===== src/rtl/kbpad_pkg.sv =====
package kbpad_pkg;
  localparam int DATA_W    = 8;
  localparam int ADDR_W    = 4;
  localparam int PAD_COUNT = 2;

  localparam logic [ADDR_W-1:0] PORT_KBD  = 4'hB;
  localparam logic [ADDR_W-1:0] PORT_PAD0 = 4'hC;
  localparam logic [ADDR_W-1:0] PORT_PAD1 = 4'hD;

  typedef enum logic [1:0] {
    SEL_NONE = 2'd0,
    SEL_KBD  = 2'd1,
    SEL_PAD0 = 2'd2,
    SEL_PAD1 = 2'd3
  } port_sel_e;

  function automatic port_sel_e decode_port(input logic [ADDR_W-1:0] a);
    case (a)
      PORT_KBD:  return SEL_KBD;
      PORT_PAD0: return SEL_PAD0;
      PORT_PAD1: return SEL_PAD1;
      default:   return SEL_NONE;
    endcase
  endfunction
endpackage


===== src/rtl/bus_sync.sv =====
module bus_sync #(
  parameter int   STAGES  = 2,
  parameter logic RST_VAL = 1'b1
) (
  input  logic clk,
  input  logic rst,
  input  logic din,
  output logic dout
);
  logic [STAGES-1:0] chain_q;

  generate
    for (genvar i = 0; i < STAGES; i++) begin : g_stage
      if (i == 0) begin : g_first
        always_ff @(posedge clk) begin
          if (rst) chain_q[0] <= RST_VAL;
          else     chain_q[0] <= din;
        end
      end else begin : g_next
        always_ff @(posedge clk) begin
          if (rst) chain_q[i] <= RST_VAL;
          else     chain_q[i] <= chain_q[i-1];
        end
      end
    end
  endgenerate

  assign dout = chain_q[STAGES-1];
endmodule


===== src/rtl/kbd_scan.sv =====
module kbd_scan
  import kbpad_pkg::*;
#(
  parameter int NCOLS = 8,
  parameter int NROWS = 8
) (
  input  logic                   clk,
  input  logic                   rst,
  input  logic                   wr_en,
  input  logic [DATA_W-1:0]      wr_data,
  input  logic [NCOLS*NROWS-1:0] matrix,
  output logic [DATA_W-1:0]      rows
);
  localparam int COL_W = (NCOLS > 1) ? $clog2(NCOLS) : 1;

  logic [DATA_W-1:0] col_q;
  logic [NROWS-1:0]  col_bits;

  always_ff @(posedge clk) begin
    if (rst)        col_q <= '0;
    else if (wr_en) col_q <= wr_data;
  end

  always_comb begin
    col_bits = '0;
    for (int c = 0; c < NCOLS; c++) begin
      if (col_q[COL_W-1:0] == COL_W'(c))
        col_bits = matrix[c*NROWS +: NROWS];
    end
  end

  always_comb begin
    rows = '0;
    if (col_q < DATA_W'(NCOLS))
      rows[NROWS-1:0] = col_bits;
  end

  // the column register only moves on a write strobe
  assert_col_hold_R2: assert property (@(posedge clk) disable iff (rst)
    !wr_en |=> $stable(col_q));
endmodule


===== src/rtl/pad_port.sv =====
module pad_port
  import kbpad_pkg::*;
(
  input  logic              clk,
  input  logic              rst,
  input  logic              latch,
  input  logic              shift,
  input  logic              serial,
  input  logic [DATA_W-1:0] btn_n,
  output logic [DATA_W-1:0] state
);
  logic [DATA_W-1:0] sh_q;

  always_ff @(posedge clk) begin
    if (rst)                  sh_q <= '1;
    else if (latch)           sh_q <= btn_n;
    else if (shift && serial) sh_q <= {1'b1, sh_q[DATA_W-1:1]};
  end

  assign state = sh_q;

  // a serial shift fills the top bit with "released"
  assert_fill_one_R6: assert property (@(posedge clk) disable iff (rst)
    (shift && serial && !latch) |=> sh_q[DATA_W-1]);

  // a parallel pad ignores shift strobes
  assert_parallel_hold_R6: assert property (@(posedge clk) disable iff (rst)
    (shift && !serial && !latch) |=> $stable(sh_q));

  // a latch strobe loads the button inputs
  assert_latch_load_R4: assert property (@(posedge clk) disable iff (rst)
    latch |=> sh_q == $past(btn_n));
endmodule


===== src/rtl/kbpad_port.sv =====
module kbpad_port
  import kbpad_pkg::*;
#(
  parameter int NCOLS       = 8,
  parameter int NROWS       = 8,
  parameter int SYNC_STAGES = 2
) (
  input  logic                        clk,
  input  logic                        rst,
  input  logic [ADDR_W-1:0]           bus_addr,
  input  logic                        bus_we_n,
  input  logic                        bus_sel_n,
  input  logic [DATA_W-1:0]           bus_d_in,
  output logic [DATA_W-1:0]           bus_d_out,
  output logic                        bus_d_oe,
  input  logic [NCOLS*NROWS-1:0]      key_matrix,
  input  logic [PAD_COUNT*DATA_W-1:0] pad_btn_n,
  input  logic [PAD_COUNT-1:0]        pad_serial
);
  logic sel_s, sel_p;
  logic fall, rise;

  port_sel_e          port_q;
  logic               we_q;
  logic               rd_q;
  logic [DATA_W-1:0]  wdat_q;
  logic [DATA_W-1:0]  dout_q;
  logic [DATA_W-1:0]  kbd_rows;
  logic [DATA_W-1:0]  pad_state [PAD_COUNT];
  logic [DATA_W-1:0]  rd_mux;
  port_sel_e          port_now;

  logic wr_commit;
  logic kbd_wr, pad_latch, pad_shift;

  bus_sync #(.STAGES(SYNC_STAGES), .RST_VAL(1'b1)) u_sel_sync (
    .clk (clk),
    .rst (rst),
    .din (bus_sel_n),
    .dout(sel_s)
  );

  always_ff @(posedge clk) begin
    if (rst) sel_p <= 1'b1;
    else     sel_p <= sel_s;
  end

  assign fall = sel_p & ~sel_s;
  assign rise = ~sel_p & sel_s;

  assign port_now = decode_port(bus_addr);

  always_comb begin
    case (port_now)
      SEL_KBD:  rd_mux = kbd_rows;
      SEL_PAD0: rd_mux = pad_state[0];
      SEL_PAD1: rd_mux = pad_state[1];
      default:  rd_mux = '0;
    endcase
  end

  // cycle framing: address and direction at the falling strobe
  always_ff @(posedge clk) begin
    if (rst) begin
      port_q <= SEL_NONE;
      we_q   <= 1'b0;
      rd_q   <= 1'b0;
      dout_q <= '0;
    end else if (fall) begin
      port_q <= port_now;
      we_q   <= ~bus_we_n;
      rd_q   <= bus_we_n && (port_now != SEL_NONE);
      dout_q <= rd_mux;
    end else if (rise) begin
      rd_q   <= 1'b0;
    end
  end

  // write data follows the bus while the strobe is low
  always_ff @(posedge clk) begin
    if (rst)         wdat_q <= '0;
    else if (!sel_s) wdat_q <= bus_d_in;
  end

  assign wr_commit = rise & we_q;
  assign kbd_wr    = wr_commit && (port_q == SEL_KBD);
  assign pad_latch = wr_commit && (port_q == SEL_PAD0);
  assign pad_shift = wr_commit && (port_q == SEL_PAD1);

  kbd_scan #(.NCOLS(NCOLS), .NROWS(NROWS)) u_kbd (
    .clk    (clk),
    .rst    (rst),
    .wr_en  (kbd_wr),
    .wr_data(wdat_q),
    .matrix (key_matrix),
    .rows   (kbd_rows)
  );

  generate
    for (genvar p = 0; p < PAD_COUNT; p++) begin : g_pad
      pad_port u_pad (
        .clk   (clk),
        .rst   (rst),
        .latch (pad_latch),
        .shift (pad_shift),
        .serial(pad_serial[p]),
        .btn_n (pad_btn_n[p*DATA_W +: DATA_W]),
        .state (pad_state[p])
      );
    end
  endgenerate

  assign bus_d_out = dout_q;
  assign bus_d_oe  = rd_q & ~bus_sel_n;

  // the read snapshot does not move during an active read
  assert_read_stable_R9: assert property (@(posedge clk) disable iff (rst)
    (rd_q && $past(rd_q)) |-> $stable(dout_q));

  // a drive window never belongs to a write or to a foreign port
  assert_drive_owned_R7: assert property (@(posedge clk) disable iff (rst)
    rd_q |-> (!we_q && port_q != SEL_NONE));

  // a write is committed only on a rising strobe
  assert_commit_rise_R10: assert property (@(posedge clk) disable iff (rst)
    wr_commit |-> ($past(sel_s) == 1'b0 && sel_s));
endmodule


===== config.mk =====
export PLATFORM = sky130hd
export DESIGN_NAME = kbpad_port
export DESIGN_NICKNAME = d
export VERILOG_FILES = /design/src/rtl/kbpad_pkg.sv /design/src/rtl/bus_sync.sv /design/src/rtl/kbd_scan.sv /design/src/rtl/pad_port.sv /design/src/rtl/kbpad_port.sv
export SDC_FILE = /design/constraint.sdc
export NUM_CORES = 1
export LEC_CHECK = 0
export ABC_AREA = 1
export CAP_MARGIN = 5
export CORE_MARGIN = 10
export CORE_UTILIZATION = 45
export DETAILED_ROUTE_END_ITERATION = 6
export PLACE_DENSITY = 0.82
export RECOVER_POWER = 50
export SETUP_SLACK_MARGIN = 0.02
export SYNTH_ARGS = -nofsm -noshare
export SYNTH_HDL_FRONTEND = slang
export SYNTH_SLANG_ARGS = --single-unit

===== constraint.sdc =====
create_clock -name clk -period 3.3 [get_ports clk]
set_clock_uncertainty 0.15 [all_clocks]
set_input_delay 0.33 -clock clk [delete_from_list [all_inputs] [get_ports clk]]
set_output_delay 0.33 -clock clk [all_outputs]
set_load 0.01 [all_outputs]

==> results.cfg <==
[clock_tree]
clock_path_buffers = 2
cts_setup_buffers = 0
ctsHoldBuffers = 0
cts_resized = 0
cts_root_buffer = clkbuf_8
clk_latency_ps = 300
cts_max_level = 2
cts_made_buffers = 5
cts_sinks = 47
clk_pin_slew_worst_paths_ps = 80
cts_tree = yes

[yosys]
syn-instance-count = 400
syn_nets = 500
synth-compound-area-share_pct = 20.7
synth-main-ff-cell = dfxtp_1
synth.yosys.seq_area_share_pct = 36.4
yosysWarnings = 0
synth-seq-cells = 47
netlist_top_cells_area = dfxtp_1 36%, nand2_1 9.7%, o21ai_0 9.3%, nor2_1 9.0%, inv_1 7.7%
synth.top_cell.area_share_pct = 36.4
syn-cell-area_sq_mm = 0.00259
avgSynthCellArea_sq_um = 6.47
synth_top_family_by_area = simple AND/OR/NAND/NOR gates
synth-simple-area-share_pct = 31.2
yosys.area.top_type = dfxtp_1
synthXorXnorAreaFrac_pct = 0
synthDistinctLibCells = 23
synth_edf_count = 0
async_flop_share_pct = 0
synth_mux_area_share_pct = 0
synth_fa_ha_area_share_pct = 0.968

[cells_and_area]
fin_cells = 572
final_util_pct = 68.4
seqCellArea_sq_um = 941
layout_common_cells = 96 x clkdlybuf4s50_1, 67 x nand2_1, 62 x nor2_1
layout_commonest_cell = clkdlybuf4s50_1
fillers = 520
multi_input_area_sq_mm = 0.00137
drive_gt1_share_pct = 3.60
insertedDiodeCount = 0
nets = 600
syn2layout_area_growth_pct = 46.6

[sta]
tightest_slew_ps = 670
final-max-slew-violation-count = 0
slew_headroom_pct = 55.3
rsz0062_at_grt = no
max_freq_mhz = 428
setup_viol = 0
finalSetupTns_ps = 0
hold_viol = 0
min_period_ps = 2340
hold-worst-slack_ps = 273
fin_crit_sh_pct = 70.9

[critical_path]
start_kind = input port
worstSetupPathType = input port to register
worstPathArrival_ps = 2400
endpoint_kind = register
crit_path_max_fanout = 21
critPathRequiredTime_ps = 3360
crit_start = rst
r2r-start = u_kbd.col_q[1]

[place]
dp_cells = 565
dpl.hpwl_microns = 6930
gp_congestion = 0.931
port_buffers = 106

[grt]
grt_overflow = 0
grtUsageTotal_pct = 18.4
antenna_found_initial = 0
grt_pass1_vias = 2879
grt_pass1_wl_microns = 13700
grt_max_degree = 33

[detailed_routing]
drtAntennaViolNets = 0
first_pass_iters = 5
avgRoutedWirePerCell_microns = 15.2
first_iter_violations = 130
wirelength_microns = 8670
via_per_inst = 5.37
drcViolationCount = 0
vias = 3072

[floorplanning]
io_pins = 107
core_sq_mm = 0.00554
die_x_microns = 95.8
num_rows = 27
die_h_microns = 95.8
dieArea_sq_mm = 0.00918
initial_utilization_pct = 46.7

[power_and_ir_drop]
p_leak_nw = 1.74
pwr_density_cell_mw_per_mm2 = 309
ir_worst_vdd_uv = 300
power_mw = 1.17

[hold_path]
min-delay-start = u_sel_sync.chain_q[0]
hold_path_class = register to register

[status]
status = finished, final reports clean

[flow_run]
cap_violations = 0
-- registers in the layout, indices dropped and copies added (netlist names) --
signal / cells
u_kbd.col_q: 8
bus_d_out: 8
we_q: 1
u_sel_sync.dout: 1
wdat_q: 8
u_sel_sync.chain_q: 1
g_pad.u_pad.state: 16
rd_q: 1
port_q: 2
sel_p: 1
-- kinds of logic (layout without fill, tap and decap cells) --
logic type | Yosys count | after routing
AOI/OAI and AO/OA | 96 | 96
adders and majority gates | 2 | 2
buffers and inverters | 73 | 173
DFF | 47 | 47
and+or+nand+nor | 182 | 182
-- layout make-up --
cell class,count,share of cell area [%]
Timing Repair Buffer,108,28.3
Clock inverter,1,0.792
Sequential cell,47,24.8
Tap cell,72,2.38
Multi-Input combinational cell,280,36.1
Inverter,58,5.74
Clock buffer,6,1.91
-- final timing paths --
check                       endpoint  slack (ps)  depth (start not counted)
min                  u_sel_sync.dout         270                          1
min reg2reg          u_sel_sync.dout         270                          1
max          g_pad[1].u_pad.state[2]         960                          5
max reg2reg             bus_d_out[5]        1080                          8
-- metrics by stage --
stage / setup WS [ps] / instance area, sq um
after detailed placement: 947 / 3690
after global placement: 1030 / 3690
after CTS: 1110 / 3790
after global routing: 754 / 3790
final: 962 / 3790
after floorplan: 1720 / 2590
-- report_power, final --
group	internal [mW]	switching [mW]
Sequential	0.578	0.00671
Combinational	0.125	0.0640
Clock	0.222	0.177
Total	0.925	0.247
-- synth_stat cells, types with 3 or more instances --
| cell | count |
|---|---|
| inv_2 | 4 |
| dfxtp_1 | 47 |
| buf_2 | 3 |
| clkbuf_1 | 11 |
| nor2_1 | 62 |
| o22ai_1 | 10 |
| or2_2 | 4 |
| nand4_1 | 19 |
| o211ai_1 | 16 |
| nand3_1 | 23 |
| nand2_1 | 67 |
| a21oi_1 | 21 |
| inv_1 | 53 |
| o21ai_0 | 48 |
-- layer usage --
metal | GRT usage (%) | vias up | wire length, microns | share of wire, %
met2 | 30.2 | 141 | 3840 | 44
met3 | 3.89 | 9 | 730 | 8.4
met5 | 0 | - | 0 | 0
met4 | 4.91 | 0 | 107 | 1.2
li1 | - | 1526 | - | -
met1 | 23.9 | 1396 | 3990 | 46
-- worst max-delay path, cell delays in order --
cell           delay, ps
dlygate4sd3_1        520
clkbuf_1             460
clkinv_1             580
buf_4                380
o211ai_1             120
No activity file was read; power rests on OpenSTA's default activity.
